$ cat config.mk
export PLATFORM = sky130hd
export DESIGN_NAME = nl_err_gain
export DESIGN_NICKNAME = d
export VERILOG_FILES = /design/src/rtl/nl_err_gain_pkg.sv /design/src/rtl/nl_err_gain_regs.sv /design/src/rtl/nl_err_gain_band.sv /design/src/rtl/nl_err_gain_mul.sv /design/src/rtl/nl_err_gain.sv
export SDC_FILE = /design/constraint.sdc
export NUM_CORES = 1
export LEC_CHECK = 0
export ABC_CLOCK_PERIOD_IN_PS = 13100
export BUFFER_PORTS_ARGS = -buffer_cell sky130_fd_sc_hd__buf_2
export CAP_MARGIN = 40
export CORE_MARGIN = 2
export CORE_UTILIZATION = 35
export DETAILED_ROUTE_END_ITERATION = 10
export PLACE_DENSITY_LB_ADDON = 0.12
export RECOVER_POWER = 25
export SLEW_MARGIN = 20
export SYNTH_ARGS = -nofsm -noshare
export SYNTH_HDL_FRONTEND = slang
export SYNTH_SLANG_ARGS = --single-unit
$ cat constraint.sdc
create_clock -name clk -period 13.1 [get_ports clk]
set_input_delay 2.62 -clock clk [delete_from_list [all_inputs] [get_ports clk]]
set_output_delay 2.62 -clock clk [all_outputs]
set_load 0.03 [all_outputs]
$ cat src/rtl/nl_err_gain_pkg.sv
package nl_err_gain_pkg;
    localparam int N_THR   = 4;
    localparam int N_BANDS = N_THR + 1;
    localparam int THR_BASE  = 0;
    localparam int GAIN_BASE = N_THR;
    localparam int N_REGS    = N_THR + N_BANDS;
endpackage

$ cat src/rtl/nl_err_gain_regs.sv
module nl_err_gain_regs
    import nl_err_gain_pkg::*;
#(
    parameter int THR_W   = 6,
    parameter int GAIN_W  = 8,
    parameter int GAIN_FR = 4,
    parameter int ADDR_W  = 4,
    parameter int DATA_W  = 8
) (
    input  logic                            clk,
    input  logic                            rst,
    input  logic                            cfg_we,
    input  logic [ADDR_W-1:0]               cfg_addr,
    input  logic [DATA_W-1:0]               cfg_wdata,
    output logic [N_THR-1:0][THR_W-1:0]     thr_o,
    output logic [N_BANDS-1:0][GAIN_W-1:0]  gain_o
);
    localparam logic [GAIN_W-1:0] GAIN_UNITY = GAIN_W'(1 << GAIN_FR);

    for (genvar i = 0; i < N_THR; i++) begin : g_thr
        logic [THR_W-1:0] thr_q;
        always_ff @(posedge clk) begin
            if (rst) begin
                thr_q <= '0;
            end else if (cfg_we && cfg_addr == ADDR_W'(THR_BASE + i)) begin
                thr_q <= cfg_wdata[THR_W-1:0];
            end
        end
        assign thr_o[i] = thr_q;
    end

    for (genvar i = 0; i < N_BANDS; i++) begin : g_gain
        logic [GAIN_W-1:0] gain_q;
        always_ff @(posedge clk) begin
            if (rst) begin
                gain_q <= GAIN_UNITY;
            end else if (cfg_we && cfg_addr == ADDR_W'(GAIN_BASE + i)) begin
                gain_q <= cfg_wdata[GAIN_W-1:0];
            end
        end
        assign gain_o[i] = gain_q;
    end

    // a write outside the map leaves every register untouched
    p_ignore_r9: assert property (@(posedge clk) disable iff (rst)
        (cfg_we && cfg_addr >= ADDR_W'(N_REGS)) |=> ($stable(thr_o) && $stable(gain_o)));
endmodule

$ cat src/rtl/nl_err_gain_band.sv
module nl_err_gain_band
    import nl_err_gain_pkg::*;
#(
    parameter int ERR_W = 12,
    parameter int THR_W = 6
) (
    input  logic                        clk,
    input  logic                        rst,
    input  logic signed [ERR_W-1:0]     err_i,
    input  logic [N_THR-1:0][THR_W-1:0] thr_i,
    output logic [N_BANDS-1:0]          band_o
);
    logic [N_THR-1:0] below;

    for (genvar k = 0; k < N_THR; k++) begin : g_cmp
        logic signed [ERR_W-1:0] thr_ext;
        assign thr_ext  = ERR_W'($signed(thr_i[k]));
        assign below[k] = (err_i < thr_ext);
    end

    always_comb begin
        logic found;
        band_o = '0;
        found  = 1'b0;
        for (int k = 0; k < N_THR; k++) begin
            if (!found && below[k]) begin
                band_o[k] = 1'b1;
                found     = 1'b1;
            end
        end
        if (!found) begin
            band_o[N_THR] = 1'b1;
        end
    end

    // exactly one band is active whatever the threshold order
    p_one_band_r8: assert property (@(posedge clk) disable iff (rst)
        $countones(band_o) == 1);
endmodule

$ cat src/rtl/nl_err_gain_mul.sv
module nl_err_gain_mul #(
    parameter int ERR_W   = 12,
    parameter int GAIN_W  = 8,
    parameter int GAIN_FR = 4
) (
    input  logic signed [ERR_W-1:0] err_i,
    input  logic [GAIN_W-1:0]       gain_i,
    output logic signed [ERR_W-1:0] res_o
);
    localparam int PROD_W = ERR_W + GAIN_W + 1;
    localparam logic signed [PROD_W-1:0] HI = PROD_W'((1 << (ERR_W - 1)) - 1);
    localparam logic signed [PROD_W-1:0] LO = -HI - PROD_W'(1);

    logic signed [PROD_W-1:0] err_ext;
    logic signed [PROD_W-1:0] gain_ext;
    logic signed [PROD_W-1:0] prod;
    logic signed [PROD_W-1:0] scaled;

    assign err_ext  = PROD_W'(err_i);
    assign gain_ext = $signed({{(ERR_W + 1){1'b0}}, gain_i});
    assign prod     = err_ext * gain_ext;
    assign scaled   = prod >>> GAIN_FR;

    always_comb begin
        if (scaled > HI) begin
            res_o = HI[ERR_W-1:0];
        end else if (scaled < LO) begin
            res_o = LO[ERR_W-1:0];
        end else begin
            res_o = scaled[ERR_W-1:0];
        end
    end
endmodule

$ cat src/rtl/nl_err_gain.sv
module nl_err_gain
    import nl_err_gain_pkg::*;
#(
    parameter int ERR_W   = 12,
    parameter int THR_W   = 6,
    parameter int GAIN_W  = 8,
    parameter int GAIN_FR = 4,
    parameter int ADDR_W  = 4,
    parameter int DATA_W  = 8
) (
    input  logic              clk,
    input  logic              rst,
    input  logic              smp_valid,
    input  logic [ERR_W-1:0]  smp_err,
    input  logic              cfg_we,
    input  logic [ADDR_W-1:0] cfg_addr,
    input  logic [DATA_W-1:0] cfg_wdata,
    output logic              res_valid,
    output logic [ERR_W-1:0]  res_err
);
    logic [N_THR-1:0][THR_W-1:0]    thr;
    logic [N_BANDS-1:0][GAIN_W-1:0] gain;
    logic [N_BANDS-1:0]             band;
    logic [GAIN_W-1:0]              gain_sel;
    logic signed [ERR_W-1:0]        scaled;
    logic                           valid_q;
    logic [ERR_W-1:0]               res_q;

    nl_err_gain_regs #(
        .THR_W(THR_W), .GAIN_W(GAIN_W), .GAIN_FR(GAIN_FR),
        .ADDR_W(ADDR_W), .DATA_W(DATA_W)
    ) regs_i (
        .clk(clk), .rst(rst), .cfg_we(cfg_we), .cfg_addr(cfg_addr),
        .cfg_wdata(cfg_wdata), .thr_o(thr), .gain_o(gain)
    );

    nl_err_gain_band #(.ERR_W(ERR_W), .THR_W(THR_W)) band_i (
        .clk(clk), .rst(rst), .err_i($signed(smp_err)), .thr_i(thr), .band_o(band)
    );

    always_comb begin
        gain_sel = '0;
        for (int k = 0; k < N_BANDS; k++) begin
            gain_sel |= gain[k] & {GAIN_W{band[k]}};
        end
    end

    nl_err_gain_mul #(.ERR_W(ERR_W), .GAIN_W(GAIN_W), .GAIN_FR(GAIN_FR)) mul_i (
        .err_i($signed(smp_err)), .gain_i(gain_sel), .res_o(scaled)
    );

    always_ff @(posedge clk) begin
        if (rst) begin
            valid_q <= 1'b0;
            res_q   <= '0;
        end else begin
            valid_q <= smp_valid;
            if (smp_valid) begin
                res_q <= scaled;
            end
        end
    end

    assign res_valid = valid_q;
    assign res_err   = res_q;

    // result strobe trails the sample strobe by one clock
    p_valid_follow_r2: assert property (@(posedge clk) disable iff (rst)
        res_valid == $past(smp_valid));
    // result holds when no sample arrives
    p_hold_r10: assert property (@(posedge clk) disable iff (rst)
        !smp_valid |=> $stable(res_err));
    // a zero sample yields a zero result
    p_zero_r6: assert property (@(posedge clk) disable iff (rst)
        (smp_valid && smp_err == '0) |=> (res_err == '0));
    // saturation never flips the sign of a non-negative sample
    p_no_overflow_r7: assert property (@(posedge clk) disable iff (rst)
        (smp_valid && !smp_err[ERR_W-1]) |=> !res_err[ERR_W-1]);
endmodule

==> results of run 1 <==
-- flip-flops by register name, summed over array words and instances, names as in the netlist --
| register | cells |
|---|---|
| regs_i.g_thr.thr_q | 24 |
| res_valid | 1 |
| regs_i.g_gain.gain_q | 40 |
| res_err | 12 |
-- metal layers --
layer,share of wire [%],GRT usage [%],vias to the layer above
met2,47,28.4,41
met5,0,0,-
met3,1.7,2.42,12
li1,-,-,2908
met1,50,22.5,2671
met4,0.86,3.28,0
-- cell type report --
type / count / area share (%)
clock buffers: 10 / 2.66
clock inverters: 6 / 1.09
inverters: 138 / 6.01
multi-input cells: 626 / 65.4
flip-flops and latches: 77 / 17.9
well taps: 280 / 4.06
repair buffers: 49 / 2.89
-- worst max-delay path: cells and delay by family --
family | cells | cell delay, ns
AO/OA/AOI/OAI | 11 | 3.24
AND/OR/NAND/NOR | 5 | 1.02
buffers and inverters | 4 | 0.77
adder cells (fa/ha/maj) | 6 | 2.83
multiplexers | 1 | 0.18
-- through the flow --
stage	std cells	instance area, sq um	power (W)
5_1_grt	1186	8620	0.000945
4_1_cts	1185	8650	0.000897
2_1_floorplan	876	7850	0.000528
3_5_place_dp	1169	8330	0.000609
6_report	1186	8620	0.000877
3_3_place_gp	1164	8270	0.000611
-- cells by family after synthesis --
kind of cell               count (synthesis)  synth area share (%)
and+or+nand+nor                          260                  16.4
buffers and inverters                    173                  8.56
adders and majority gates                161                  33.1
AOI/OAI and AO/OA                        123                  12.2
DFF                                       77                  19.6
muxes                                     63                  8.03
xor gates and xnor gates                  19                  2.12
-- power groups by stage --
| stage | registers (W) | clock network, W | logic, W |
|---|---|---|---|
| floorplan | 0.000274 | 0 | 0.000254 |
| global placement | 0.000256 | 0 | 0.000354 |
| detailed placement | 0.000257 | 0 | 0.000353 |
| CTS | 0.000251 | 0.000289 | 0.000356 |
| global route | 0.000253 | 0.000295 | 0.000398 |
| finish | 0.000251 | 0.000278 | 0.000347 |
-- cell usage after synthesis (13+ instances only) --
library cell / instances / area [sq um]
xnor2_1: 16 / 140
inv_1: 138 / 518
ha_1: 83 / 1040
nor2b_1: 63 / 394
a21oi_1: 33 / 165
fa_1: 78 / 1560
a21o_1: 13 / 97.6
mux2i_1: 63 / 631
clkbuf_1: 21 / 78.8
dfxtp_1: 77 / 1540
nor2_1: 78 / 293
nand2_1: 65 / 244
nand2b_1: 15 / 93.8
-- path summary, 6_finish.rpt --
kind,start,endpoint,cells past startpoint
worst max-delay path,smp_err[11],res_err[4]$_SDFFE_PP0P_,27
worst min-delay path,regs_i.g_thr[0].thr_q[3]$_SDFFE_PP0P_,regs_i.g_thr[0].thr_q[3]$_SDFFE_PP0P_,2
worst max register to register,regs_i.g_thr[1].thr_q[5]$_SDFFE_PP0P_,res_err[4]$_SDFFE_PP0P_,27
worst min register to register,regs_i.g_thr[0].thr_q[3]$_SDFFE_PP0P_,regs_i.g_thr[0].thr_q[3]$_SDFFE_PP0P_,2
==> impl_metrics.tcl, run 1 <==
set metrics [dict create \
    hold_ws_ns 0.459 \
    ir_drop_mv 0.0608 \
    critPathMostFrequentCell "fa_1" \
    layout.area.seq_sq_mm 0.00154 \
    min_path_type "flop to flop" \
    syn-cell-area_sq_mm 0.00785 \
    clkPwrFrac_pct 31.7 \
    cts_setup_buffers 0 \
    slowest_delay_ns 0.60 \
    drtIter0Drc 195 \
    numCtsBuffers 9 \
    layout_commonest_cell "inv_1" \
    r2r_slack_ns 4.59 \
    netlist_instances 876 \
    async_flop_share_pct 0 \
    yosysWarnings 0 \
    cts.sinks 77 \
    grt_antenna_before_repair 0 \
    vias_per_cell 4.75 \
    core_sq_mm 0.0219 \
    layout_setup_ws_ns 2.61 \
    syn_nets 1065 \
    synth_edf_count 0 \
    crit_path_end_kind "flop" \
    gp_congestion 0.785 \
    final_nets 1090 \
    antenna_cells 0 \
    wl_per_cell_um 15.8 \
    outcome "complete, but fails checks" \
    die_x_um 154 \
    switching_share_pct 37.7 \
    rsz0062_at_grt "no" \
    p_leak_nw 3.96 \
    grt_pass1_wl_um 31400 \
    critPathLaunchType "input port" \
    track_usage_pct 16.6 \
    fin_worst_skew_ns 0.0112 \
    setup_viol 0 \
    cts_max_path_buffers 2 \
    clk_pin_slew_ns 0.06 \
    place_ws_ns 2.19 \
    max_slew_margin_pct -98.3 \
    maxSlewViolCount 65 \
    io_pins 41 \
    synth_area_per_cell_sq_um 8.96 \
    grt_max_degree 65 \
    hold_viol 0 \
    powerDensity_mw_per_mm2 102 \
    ys_seq_area_share_pct 19.6 \
    dieArea_sq_mm 0.0236 \
    hold_buffers 0 \
    arrival_ns 10.68 \
    die_h_um 154 \
    cts_resized 0 \
    cp.required_ns 13.29 \
    cts_max_level 3 \
    drc 0 \
    gr-total-overflow 0 \
    synth-seq-cells 77 \
    utilization_pct 39.4 \
    timing.final.crit_period_ns 10.49 \
    p_int_w 0.000546 \
    drive_gt1_share_pct 8.83 \
    violations "max-capacitance violations, max-slew violations" \
    grt_pass1_vias 5891 \
    pwr-share-seq_pct 28.6 \
    cts_tree "done" \
    initial_core_util_pct 35.9 \
    multi_input_area_sq_mm 0.00564 \
    syn2layout_area_growth_pct 9.78 \
    port_buffers 40 \
    clk_latency_ns 0.35 \
    postRouteAntennaNets 0 \
    drt_pass1_iterations 4 \
    clock-root-buffer "clkbuf_16" \
    drt_wl_total_um 18800 \
    worst_pin_slew_ns 2.98 \
    layout_common_cells "inv_1 (138), ha_1 (83), nor2_1 (78), fa_1 (78), dfxtp_1 (77)" \
    worst-setup-path-type "input port to flop" \
    maxCapViolations 1 \
    fmax_ghz 0.0954 \
    n_fill_cell 2310 \
    fin_crit_sh_pct 80.1 \
    slowest_stage "fa_1" \
    hpwl_um 14700 \
    comb_power_share_pct 39.6 \
    power.switching_w 0.000330 \
    cp_max_fo 18 \
    setup_tns_ns 0 \
    synth-main-ff-cell "dfxtp_1" \
    vias 5632 \
    rows 54 \
    ys_types 58 \
]
(Power assumes the default switching activity.)
==> run 2, diff against run 1 <==
--- a/config.mk
+++ b/config.mk
@@ -5,7 +5,7 @@
 export SDC_FILE = /design/constraint.sdc
 export NUM_CORES = 1
 export LEC_CHECK = 0
-export ABC_CLOCK_PERIOD_IN_PS = 13100
+export ABC_CLOCK_PERIOD_IN_PS = 9550
 export BUFFER_PORTS_ARGS = -buffer_cell sky130_fd_sc_hd__buf_2
 export CAP_MARGIN = 40
 export CORE_MARGIN = 2
==> constraint.sdc (replaced) <==
create_clock -name clk -period 9.55 [get_ports clk]
set_input_delay 1.91 -clock clk [delete_from_list [all_inputs] [get_ports clk]]
set_output_delay 1.91 -clock clk [all_outputs]
set_load 0.03 [all_outputs]
==> impl_metrics.tcl, run 2 (synthesis gave the netlist of run 1 again) <==
set metrics [dict create \
    postRouteAntennaNets 0 \
    pwr-share-seq_pct 27.6 \
    final-instance-count-excl-fill 1215 \
    fin_worst_skew_ns 0.0143 \
    gr-total-overflow 0 \
    utilization_pct 40.6 \
    syn2layout_area_growth_pct 13.1 \
    critPathTopFamily "compound AO/OA/AOI/OAI gates" \
    ir_drop_mv 0.0990 \
    wl_met2_um 8690 \
    grt_max_degree 65 \
    outcome "completed" \
    clkPwrFrac_pct 31.1 \
    critPathLaunchType "input port" \
    p_leak_nw 4.09 \
    top_layer "met4" \
    dieArea_sq_mm 0.0236 \
    timing.final.crit_period_ns 8.85 \
    p_int_w 0.000784 \
    place_inst 1200 \
    cts_setup_buffers 0 \
    gp_congestion 0.771 \
    drt_wl_total_um 18600 \
    clk_latency_ns 0.35 \
    place_ws_ns 0.328 \
    layout_setup_ws_ns 0.698 \
    final_nets 1120 \
    drive_gt1_share_pct 10.8 \
    drtIter0Drc 222 \
    hold_buffers 0 \
    arrival_ns 9.08 \
    maxCapViolations 0 \
    cp_max_fo 13 \
    numCtsBuffers 9 \
    fmax_ghz 0.113 \
    vias 5835 \
    cts.sinks 77 \
    dr_wl_met3_um 459 \
    hold_viol 0 \
    rsz0062_at_grt "no" \
    port_buffers 40 \
    critPathMostFrequentCell "fa_1" \
    cts_tree "done" \
    vias_per_cell 4.80 \
    grt_pass1_wl_um 30700 \
    crit_path_end_kind "flop" \
    clock-root-buffer "clkbuf_16" \
    die_x_um 154 \
    maxSlewViolCount 0 \
    grt_antenna_before_repair 0 \
    antenna_cells 0 \
    grt_pass1_vias 5831 \
    io_pins 41 \
    setup_tns_ns 0 \
    wl_met1_um 9310 \
    switching_share_pct 37.2 \
    min_path_type "flop to flop" \
    critPathBufInv 4 \
    worst-setup-path-type "input port to flop" \
    rows 54 \
    powerDensity_mw_per_mm2 141 \
    cp.required_ns 9.78 \
    die_h_um 154 \
    cts_max_path_buffers 2 \
    cts_resized 0 \
    max_slew_margin_pct 53.7 \
    power.switching_w 0.000465 \
    cts_max_level 3 \
    hpwl_um 14600 \
    largest_reg_flops 40 \
    layout_common_cells "inv_1 (138), ha_1 (83), nor2_1 (78), fa_1 (78), dfxtp_1 (77)" \
    core_sq_mm 0.0219 \
    wl_per_cell_um 15.3 \
    setup_viol 0 \
    fin_total_pwr_w 0.00125 \
    comb_power_share_pct 41.3 \
    initial_core_util_pct 35.9 \
    track_usage_pct 16.3 \
    slowest_stage "o221a_2" \
    top_register "regs_i.g_gain.gain_q" \
    r2r_slack_ns 1.96 \
    slowest_delay_ns 0.52 \
    drt_pass1_iterations 4 \
    fin_crit_sh_pct 92.7 \
    layout_commonest_cell "inv_1" \
    worst_pin_slew_ns 0.690 \
    drc 0 \
    clk_pin_slew_ns 0.06 \
]
[run 2: cell types whose count changed in the layout (fill, tap and decap cells not counted)]
cell and change:
buf_2 -11, buf_4 +29, clkbuf_1 +8, inv_6 -1, inv_8 +1, buf_12 +2, buf_16 +1
[run 2: per-stage QoR]
| stage | area [sq um] | hold WS (ns) |
|---|---|---|
| floorplan | 7850 | 0.435 |
| global placement | 8550 | 0.445 |
| detailed placement | 8590 | 0.449 |
| CTS | 8910 | 0.458 |
| global route | 8880 | 0.486 |
| finish | 8880 | 0.456 |
[run 2: cell type report]
class                      count  area (sq um)
inverter                     138           518
clock buffer                   9           225
clock inverter                 6          96.3
multi-input combinational    626          5640
sequential                    77          1540
fill                        2246         13000
tap                          280           350
timing repair buffer          79           513
[run 2: path summary, 6_finish.rpt]
path / from / endpoint / depth (start not counted)
max: smp_err[9] / res_err[8]$_SDFFE_PP0P_ / 27
min: regs_i.g_thr[0].thr_q[2]$_SDFFE_PP0P_ / regs_i.g_thr[0].thr_q[2]$_SDFFE_PP0P_ / 2
max reg2reg: regs_i.g_thr[0].thr_q[5]$_SDFFE_PP0P_ / res_err[8]$_SDFFE_PP0P_ / 27
min reg2reg: regs_i.g_thr[0].thr_q[2]$_SDFFE_PP0P_ / regs_i.g_thr[0].thr_q[2]$_SDFFE_PP0P_ / 2
[run 2: routing by layer]
layer	vias up	GRT usage, %
met5	-	0
met1	2792	22.5
li1	2970	-
met4	0	3.01
met2	58	27.4
met3	15	2.42
[run 2: worst reg2reg max path: stages (launching register included)]
cell,delay [ns]
dfxtp_1,0.32
inv_1,0.20
ha_1,0.30
a21o_1,0.16
a211o_1,0.31
nor4bb_1,0.26
o21ai_0,0.12
nand2_1,0.25
or3_1,0.36
o221a_2,0.52
nor2b_1,0.13
fa_1,0.51
inv_1,0.05
fa_1,0.48
inv_1,0.06
fa_1,0.50
fa_1,0.49
ha_1,0.34
a211o_1,0.31
a31o_1,0.23
a211oi_2,0.30
nor3_1,0.10
a311oi_2,0.27
nand2_1,0.08
o41a_1,0.44
nor2b_2,0.14
buf_4,0.16
a211oi_2,0.07
[run 2: power groups by stage]
stage | Sequential (W) | Combinational (W) | Clock (W)
finish | 0.000345 | 0.000516 | 0.000389
global placement | 0.000351 | 0.000527 | 0
CTS | 0.000344 | 0.000529 | 0.000401
detailed placement | 0.000352 | 0.000525 | 0
floorplan | 0.000376 | 0.000348 | 0
global route | 0.000346 | 0.000588 | 0.000410
